[config.mk]
export PLATFORM = sky130hd
export DESIGN_NAME = spi_id_slave
export DESIGN_NICKNAME = d
export VERILOG_FILES = /design/src/rtl/spi_id_pkg.sv /design/src/rtl/spi_id_rx.sv /design/src/rtl/spi_id_status.sv /design/src/rtl/spi_id_tx.sv /design/src/rtl/spi_id_slave.sv
export SDC_FILE = /design/constraint.sdc
export NUM_CORES = 1
export LEC_CHECK = 0
export CORE_ASPECT_RATIO = 1.75
export CORE_MARGIN = 5
export CORE_UTILIZATION = 40
export CTS_CLUSTER_DIAMETER = 200
export CTS_CLUSTER_SIZE = 10
export DETAILED_ROUTE_END_ITERATION = 8
export DONT_BUFFER_PORTS = 1
export PLACE_DENSITY = 0.51
export SETUP_SLACK_MARGIN = 0.05
export SLEW_MARGIN = 20
export SYNTH_ARGS = -nofsm -noshare
export SYNTH_HDL_FRONTEND = slang
export SYNTH_HIERARCHICAL = 1
export SYNTH_SLANG_ARGS = --single-unit
[constraint.sdc]
create_clock -name sck -period 1.99 [get_ports sck]
set_clock_uncertainty 0.2 [all_clocks]
set_input_delay 0.199 -clock sck [delete_from_list [all_inputs] [get_ports sck]]
set_output_delay 0.199 -clock sck [all_outputs]
set_load 0.01 [all_outputs]
[src/rtl/spi_id_pkg.sv]
package spi_id_pkg;

  typedef enum logic [2:0] {
    PH_OPC,
    PH_ADDR,
    PH_IDRD,
    PH_SRRD,
    PH_SRWR,
    PH_IGN
  } phase_t;

  localparam logic [7:0] OPC_ID_READ  = 8'h90;
  localparam logic [7:0] OPC_SR_READ  = 8'h05;
  localparam logic [7:0] OPC_SR_WRITE = 8'h01;

  // Map a completed opcode byte onto the phase that follows it.
  function automatic phase_t decode_opcode(input logic [7:0] op);
    case (op)
      OPC_ID_READ:  return PH_ADDR;
      OPC_SR_READ:  return PH_SRRD;
      OPC_SR_WRITE: return PH_SRWR;
      default:      return PH_IGN;
    endcase
  endfunction

  // Identity byte for the current address parity.
  function automatic logic [7:0] pick_id(input logic lsb,
                                         input logic [7:0] even_id,
                                         input logic [7:0] odd_id);
    return lsb ? odd_id : even_id;
  endfunction

  // Status after a completed write attempt.
  function automatic logic [7:0] next_status(input logic [7:0] cur,
                                             input logic [7:0] data,
                                             input logic       wp_n,
                                             input logic [7:0] mask,
                                             input int         lock_bit);
    if (!wp_n && cur[lock_bit]) return cur;
    return data & mask;
  endfunction

  // Bit slot to present for a given count of bits already clocked.
  function automatic logic [2:0] bit_slot(input logic [2:0] cnt);
    return 3'd7 - cnt;
  endfunction

  function automatic logic is_read_phase(input phase_t ph);
    return (ph == PH_IDRD) || (ph == PH_SRRD);
  endfunction

endpackage

[src/rtl/spi_id_rx.sv]
module spi_id_rx
  import spi_id_pkg::*;
#(
  parameter int ADDR_BYTES = 3
) (
  input  logic       sck,
  input  logic       clr,
  input  logic       si,
  input  logic       hold_n,
  output phase_t     phase,
  output logic [2:0] bit_cnt,
  output logic       addr_lsb,
  output logic       wr_fire,
  output logic [7:0] wr_byte
);
  localparam int ADDR_W = 8 * ADDR_BYTES;
  localparam int ACNT_W = $clog2(ADDR_BYTES + 1);
  localparam logic [ACNT_W-1:0] ACNT_LAST = ACNT_W'(ADDR_BYTES - 1);

  logic [6:0]        shreg;
  logic [ADDR_W-1:0] addr;
  logic [ACNT_W-1:0] acnt;
  logic [1:0]        edge_seen;
  logic              byte_end;
  logic [7:0]        nb;

  assign byte_end = (bit_cnt == 3'd7);
  assign nb       = {shreg, si};
  assign wr_byte  = nb;
  assign wr_fire  = hold_n && byte_end && (phase == PH_SRWR);
  assign addr_lsb = addr[0];

  always_ff @(posedge sck or posedge clr) begin
    if (clr) begin
      phase     <= PH_OPC;
      bit_cnt   <= '0;
      shreg     <= '0;
      addr      <= '0;
      acnt      <= '0;
      edge_seen <= '0;
    end else begin
      if (edge_seen != 2'd2) edge_seen <= edge_seen + 2'd1;
      if (hold_n) begin
        bit_cnt <= bit_cnt + 3'd1;
        shreg   <= nb[6:0];
        if (byte_end) begin
          case (phase)
            PH_OPC: begin
              phase <= decode_opcode(nb);
              acnt  <= '0;
            end
            PH_ADDR: begin
              addr <= (addr << 8) | ADDR_W'(nb);
              if (acnt == ACNT_LAST) phase <= PH_IDRD;
              else acnt <= ACNT_W'(acnt + ACNT_W'(1));
            end
            PH_IDRD: addr  <= addr + ADDR_W'(1);
            PH_SRWR: phase <= PH_IGN;
            default: ;
          endcase
        end
      end
    end
  end

  // every unpaused edge advances the bit counter by exactly one
  a_r1_bit_advance: assert property (@(posedge sck) disable iff (clr)
    (edge_seen == 2'd2 && $past(hold_n)) |-> bit_cnt == 3'($past(bit_cnt) + 3'd1));

  // an edge taken while paused leaves the sequence state untouched
  a_r5_hold_freeze: assert property (@(posedge sck) disable iff (clr)
    (edge_seen == 2'd2 && !$past(hold_n)) |->
      ($stable(bit_cnt) && $stable(phase) && $stable(addr)));

endmodule

[src/rtl/spi_id_status.sv]
module spi_id_status
  import spi_id_pkg::*;
#(
  parameter logic [7:0] SR_MASK  = 8'h8C,
  parameter int         LOCK_BIT = 7
) (
  input  logic       sck,
  input  logic       rst_n,
  input  logic       wp_n,
  input  logic       wr_fire,
  input  logic [7:0] wr_byte,
  output logic [7:0] status
);
  always_ff @(posedge sck or negedge rst_n) begin
    if (!rst_n) status <= '0;
    else if (wr_fire) status <= next_status(status, wr_byte, wp_n, SR_MASK, LOCK_BIT);
  end

  // a locked status under an active write protect cannot move
  a_r8_lock_guard: assert property (@(posedge sck) disable iff (!rst_n)
    (!wp_n && status[LOCK_BIT]) |=> $stable(status));

endmodule

[src/rtl/spi_id_tx.sv]
module spi_id_tx
  import spi_id_pkg::*;
(
  input  logic       sck,
  input  logic       clr,
  input  logic       hold_n,
  input  phase_t     phase,
  input  logic [2:0] bit_cnt,
  input  logic [7:0] tx_byte,
  output logic       so_bit,
  output logic       so_live
);
  always_ff @(negedge sck or posedge clr) begin
    if (clr) begin
      so_bit  <= 1'b0;
      so_live <= 1'b0;
    end else if (hold_n && is_read_phase(phase)) begin
      so_bit  <= tx_byte[bit_slot(bit_cnt)];
      so_live <= 1'b1;
    end
  end
endmodule

[src/rtl/spi_id_slave.sv]
module spi_id_slave
  import spi_id_pkg::*;
#(
  parameter int         ADDR_BYTES = 3,
  parameter logic [7:0] EVEN_ID    = 8'hBF,
  parameter logic [7:0] ODD_ID     = 8'h49,
  parameter logic [7:0] SR_MASK    = 8'h8C,
  parameter int         LOCK_BIT   = 7
) (
  input  logic rst_n,
  input  logic cs_n,
  input  logic sck,
  input  logic si,
  input  logic hold_n,
  input  logic wp_n,
  output logic so,
  output logic so_oe
);
  logic       clr;
  phase_t     phase;
  logic [2:0] bit_cnt;
  logic       addr_lsb;
  logic       wr_fire;
  logic [7:0] wr_byte;
  logic [7:0] status;
  logic [7:0] tx_byte;
  logic       so_live;

  assign clr = !rst_n || cs_n;

  spi_id_rx #(.ADDR_BYTES(ADDR_BYTES)) u_rx (
    .sck(sck), .clr(clr), .si(si), .hold_n(hold_n),
    .phase(phase), .bit_cnt(bit_cnt), .addr_lsb(addr_lsb),
    .wr_fire(wr_fire), .wr_byte(wr_byte)
  );

  spi_id_status #(.SR_MASK(SR_MASK), .LOCK_BIT(LOCK_BIT)) u_status (
    .sck(sck), .rst_n(rst_n), .wp_n(wp_n),
    .wr_fire(wr_fire), .wr_byte(wr_byte), .status(status)
  );

  assign tx_byte = (phase == PH_SRRD) ? status : pick_id(addr_lsb, EVEN_ID, ODD_ID);

  spi_id_tx u_tx (
    .sck(sck), .clr(clr), .hold_n(hold_n), .phase(phase),
    .bit_cnt(bit_cnt), .tx_byte(tx_byte), .so_bit(so), .so_live(so_live)
  );

  assign so_oe = so_live && hold_n && !cs_n;

  // an unrecognised command never turns the output driver on
  a_r9_ignore_silent: assert property (@(posedge sck) disable iff (!rst_n)
    (phase == PH_IGN) |-> !so_oe);

endmodule

Word level (Yosys, flattened, before mapping)
Cells that the tools add are included.
{"block": "word_totals", "ff_bits": 49, "latch_bits": 0, "ram_bits": 0, "romBits": 0, "in_bits": 6, "out_inout_bits": 2, "elab_cells": 58, "n_memories": 0}
{"block": "op_classes", "add_sub_neg": 4, "multipliers": 0, "n_div": 0, "order_cmp": 1, "eq_ne": 12, "n_shift": 0, "n_mux": 13, "n_bitwise": 1, "n_reduce_logical": 19}
{"cell": "$pmux 24 s2", "count": 1}
{"cell": "$add 24x1->24 const B", "count": 1}
{"cell": "$mux 8", "count": 3}
{"cell": "$or 24x8->24", "count": 1}
{"cell": "$pmux 3 s3", "count": 2}
{"cell": "$eq 8x1->1 const B", "count": 1}
{"cell": "$eq 8x3->1 const B", "count": 1}
{"cell": "$eq 8x8->1 const B", "count": 1}
{"cell": "$reduce_and 4->1", "count": 2}
{"cell": "$eq 3x2->1 const B", "count": 2}
{"cell": "$eq 3x3->1 const B", "count": 2}
{"cell": "$logic_and 1x1->1", "count": 6}
{"cell": "$lt 3x4->1 const B", "count": 1}
{"cell": "$ne 2x2->1 const B", "count": 2}
{"cell": "$pmux 2 s2", "count": 1}
{"cell": "$reduce_bool 2->1", "count": 2}
{"cell": "$add 3x1->3 const B", "count": 1}
{"cell": "$bmux 1 s3", "count": 1}
{"cell": "$eq 3x1->1 const B", "count": 1}
{"cell": "$logic_not 1->1", "count": 3}
{"cell": "$logic_not 3->1", "count": 1}
{"cell": "$mux 1", "count": 3}
{"cell": "$mux 3", "count": 1}
{"cell": "$reduce_and 3->1", "count": 1}
{"cell": "8 further kinds", "count": 9}

Logic depth before layout (Yosys ltp)
{"block": "depth", "depth_word": 6, "ltp_mapped": 6, "depth_no_buf": 6}

Hierarchy
The synthesis kept the hierarchy.
{"mod": "spi_id_rx", "instances": 1, "cells_per_inst": 67, "area_each_um2": 807.0, "seq_area_each_um2": 400.4}
{"mod": "spi_id_status", "instances": 1, "cells_per_inst": 15, "area_each_um2": 163.9, "seq_area_each_um2": 75.1}
{"mod": "spi_id_tx", "instances": 1, "cells_per_inst": 13, "area_each_um2": 143.9, "seq_area_each_um2": 50.0}
{"mod": "spi_id_slave", "instances": 1, "cells_per_inst": 18, "area_each_um2": 130.1, "seq_area_each_um2": 0.0}

==> flow_summary.yaml <==
yosys:
  synth.avg_cell_area_sq_um: 11.05
  syn_area_sq_um: 1237
  syn_inst: 112
  ys.warnings.count: 6
status:
  violations: "setup timing"
  status: "complete, but fails checks"
die:
  die_y_um: 83.58
  start_util_pct: 41.80
  rows: 26
  ios: 8
  core-area_sq_um: 2960
  fp.dieW_um: 52.05
  die_area_sq_um: 4350
cells_and_area:
  nFillCells: 269
  finalNetCount: 148
  drive_gt1_share_pct: 36.23
  stdcell_area_sq_um: 1597
  diodes: 0
  area_delta_synth_final_pct: 29.02
  utilization_pct: 53.93
setup_path:
  r2r-end: "u_tx/so_bit"
  r2r-start: "u_rx/phase[2]"
  end_kind: "flop"
  crit_fanout: 5
  cpPeakStageDelay_ns: 0.37
  critPathKind: "flop to flop"
  crit_required_ns: 0.92
  start_kind: "flop"
  path_delay_family: "multiplexers"
  cp_cell_sequence: "and3b_2 -> mux2_4 -> mux2i_1 -> mux4_2 -> o21ai_1"
  slowest_stage: "dfrtp_1"
  r2r_slack_ns: -0.77
  worst-path-buf-inv: 0
  r2r_cells: 5
  crit_arrival_ns: 1.69
hold_path:
  worstHoldStart: "si"
  holdPathEnd: "u_rx/phase[0]"
  holdPathStages: 2
  holdCritPathClass: "input pin to flop"
grt:
  gr-usage-all-layers_pct: 13.48
  grt_overflow_total: 0
  antenna_found_initial: 0
  grt_max_degree: 17
  grt_pass1_wl_mm: 4.409
  grt_pass1_vias: 983
clock_network:
  worstSkewPairLatency_ns: 0.27
  cts_tree: "done"
  htree_levels: 1
  clkSinkCount: 21
  clk_path_buf_depth: 2
  cts-root-buf: "clkbuf_8"
  path_clk_slew_ns: 0.08
  cts_made_buffers: 3
placed_design:
  dpl_cell_area_sq_um: 1338
  io_buffers: 0
  gp_congestion: 0.7247
  place_hpwl_mm: 1.751
timing:
  tightest_slew_ns: 0.6480
  finalSetupViolations: 10
  fin_hold_ws_ns: 0.03645
  fin_tns_setup_ns: -1.772
  max_slew_margin_pct: 56.75
  slew_viol_final: 0
  hold_violations: 0
  setup_slack_ns: -0.7694
  rsz0062_at_grt: "yes"
detailed_routing:
  routed_wl_mm: 2.552
  first_pass_iters: 2
  drc: 0
  dr.first_iter.drc_count: 8
  vias: 883
  wl_per_cell_um: 14.18
  antenna_left: 0
  viasPerCell: 4.906
pwr:
  ir_worst_vdd_mv: 0.5603
  powerDensity_nw_per_um2: 911.7
  leakage_uw: 0.0007044
  power_uw: 1456
run:
  drv_cap: 0
==> what timing repair did <==
item	CTS	global route
setup buffers	5	2
endpoints found under the hold margin	31	4
hold buffers	6	2
cloned	0	0
setup endpoints to repair	11	12
pin swaps	4	3
gates resized for setup	11	7
==> report_power, final <==
group | switching [uW] | internal (uW) | total (uW)
Combinational | 202 | 329 | 531
Clock | 154 | 142 | 296
Sequential | 94.9 | 533 | 628
==> stage by stage <==
| step | setup slack (ns) | instances |
|---|---|---|
| after floorplan | -0.7816 | 116 |
| after global placement | -0.7856 | 161 |
| after detailed placement | -0.8378 | 161 |
| final | -0.7694 | 180 |
| after CTS | -0.7901 | 176 |
| after global routing | -0.8597 | 180 |
==> state kept, by name (all words and copies together), names as in the netlist <==
| name | flops |
|---|---|
| u_rx/phase | 3 |
| u_tx/so_bit | 1 |
| u_rx/bit_cnt | 3 |
| u_rx/acnt | 2 |
| u_rx/addr | 1 |
| u_tx/so_live | 1 |
| u_rx/shreg | 7 |
| u_status/status | 3 |
==> routing by layer <==
layer	routed length [um]	vias up	track usage, %
met1	950	434	13.63
li1	-	433	-
met5	0	-	0
met3	50	6	2.504
met4	60	0	6.444
met2	1490	10	24.86
==> how the worst max path moves through the flow <==
stage	cells after the start	endpoint	from	slack, ns
CTS	6	u_tx/so_bit	u_rx/phase[1]	-0.79
detailed placement	6	u_tx/so_bit	u_rx/phase[2]	-0.84
floorplan	6	u_tx/so_bit	u_rx/phase[2]	-0.78
finish	5	u_tx/so_bit	u_rx/phase[2]	-0.77
global placement	6	u_tx/so_bit	u_rx/phase[0]	-0.79
global route	6	u_tx/so_bit	u_rx/phase[0]	-0.86
==> cell usage in the layout, fill, tap and decap left out, types with 2 or more instances in the layout <==
| master | n |
|---|---|
| dlygate4sd3_1 | 8 |
| clkbuf_8 | 3 |
| mux2_4 | 3 |
| mux2i_1 | 10 |
| and2_1 | 2 |
| nor2_1 | 2 |
| o21ai_0 | 2 |
| buf_6 | 3 |
| inv_1 | 11 |
| mux2_2 | 9 |
| o21ai_1 | 3 |
| buf_4 | 17 |
| dfrtp_1 | 18 |
| nand2_1 | 4 |
| nand2b_1 | 4 |
| dfrtn_1 | 2 |
| conb_1 | 5 |
| ha_1 | 2 |
==> layout make-up <==
cell class                 count  area, sq um  share of cell area [%]
clock buffer                   3        41.29                   2.586
clock inverter                 1        7.507                  0.4702
inverter                      11        41.29                   2.586
multi-input combinational     74        685.7                   42.95
sequential                    21        526.8                   32.99
tap                           42        52.55                   3.292
timing repair buffer          28        241.5                   15.13
No activity file was read; power rests on OpenSTA's default activity.
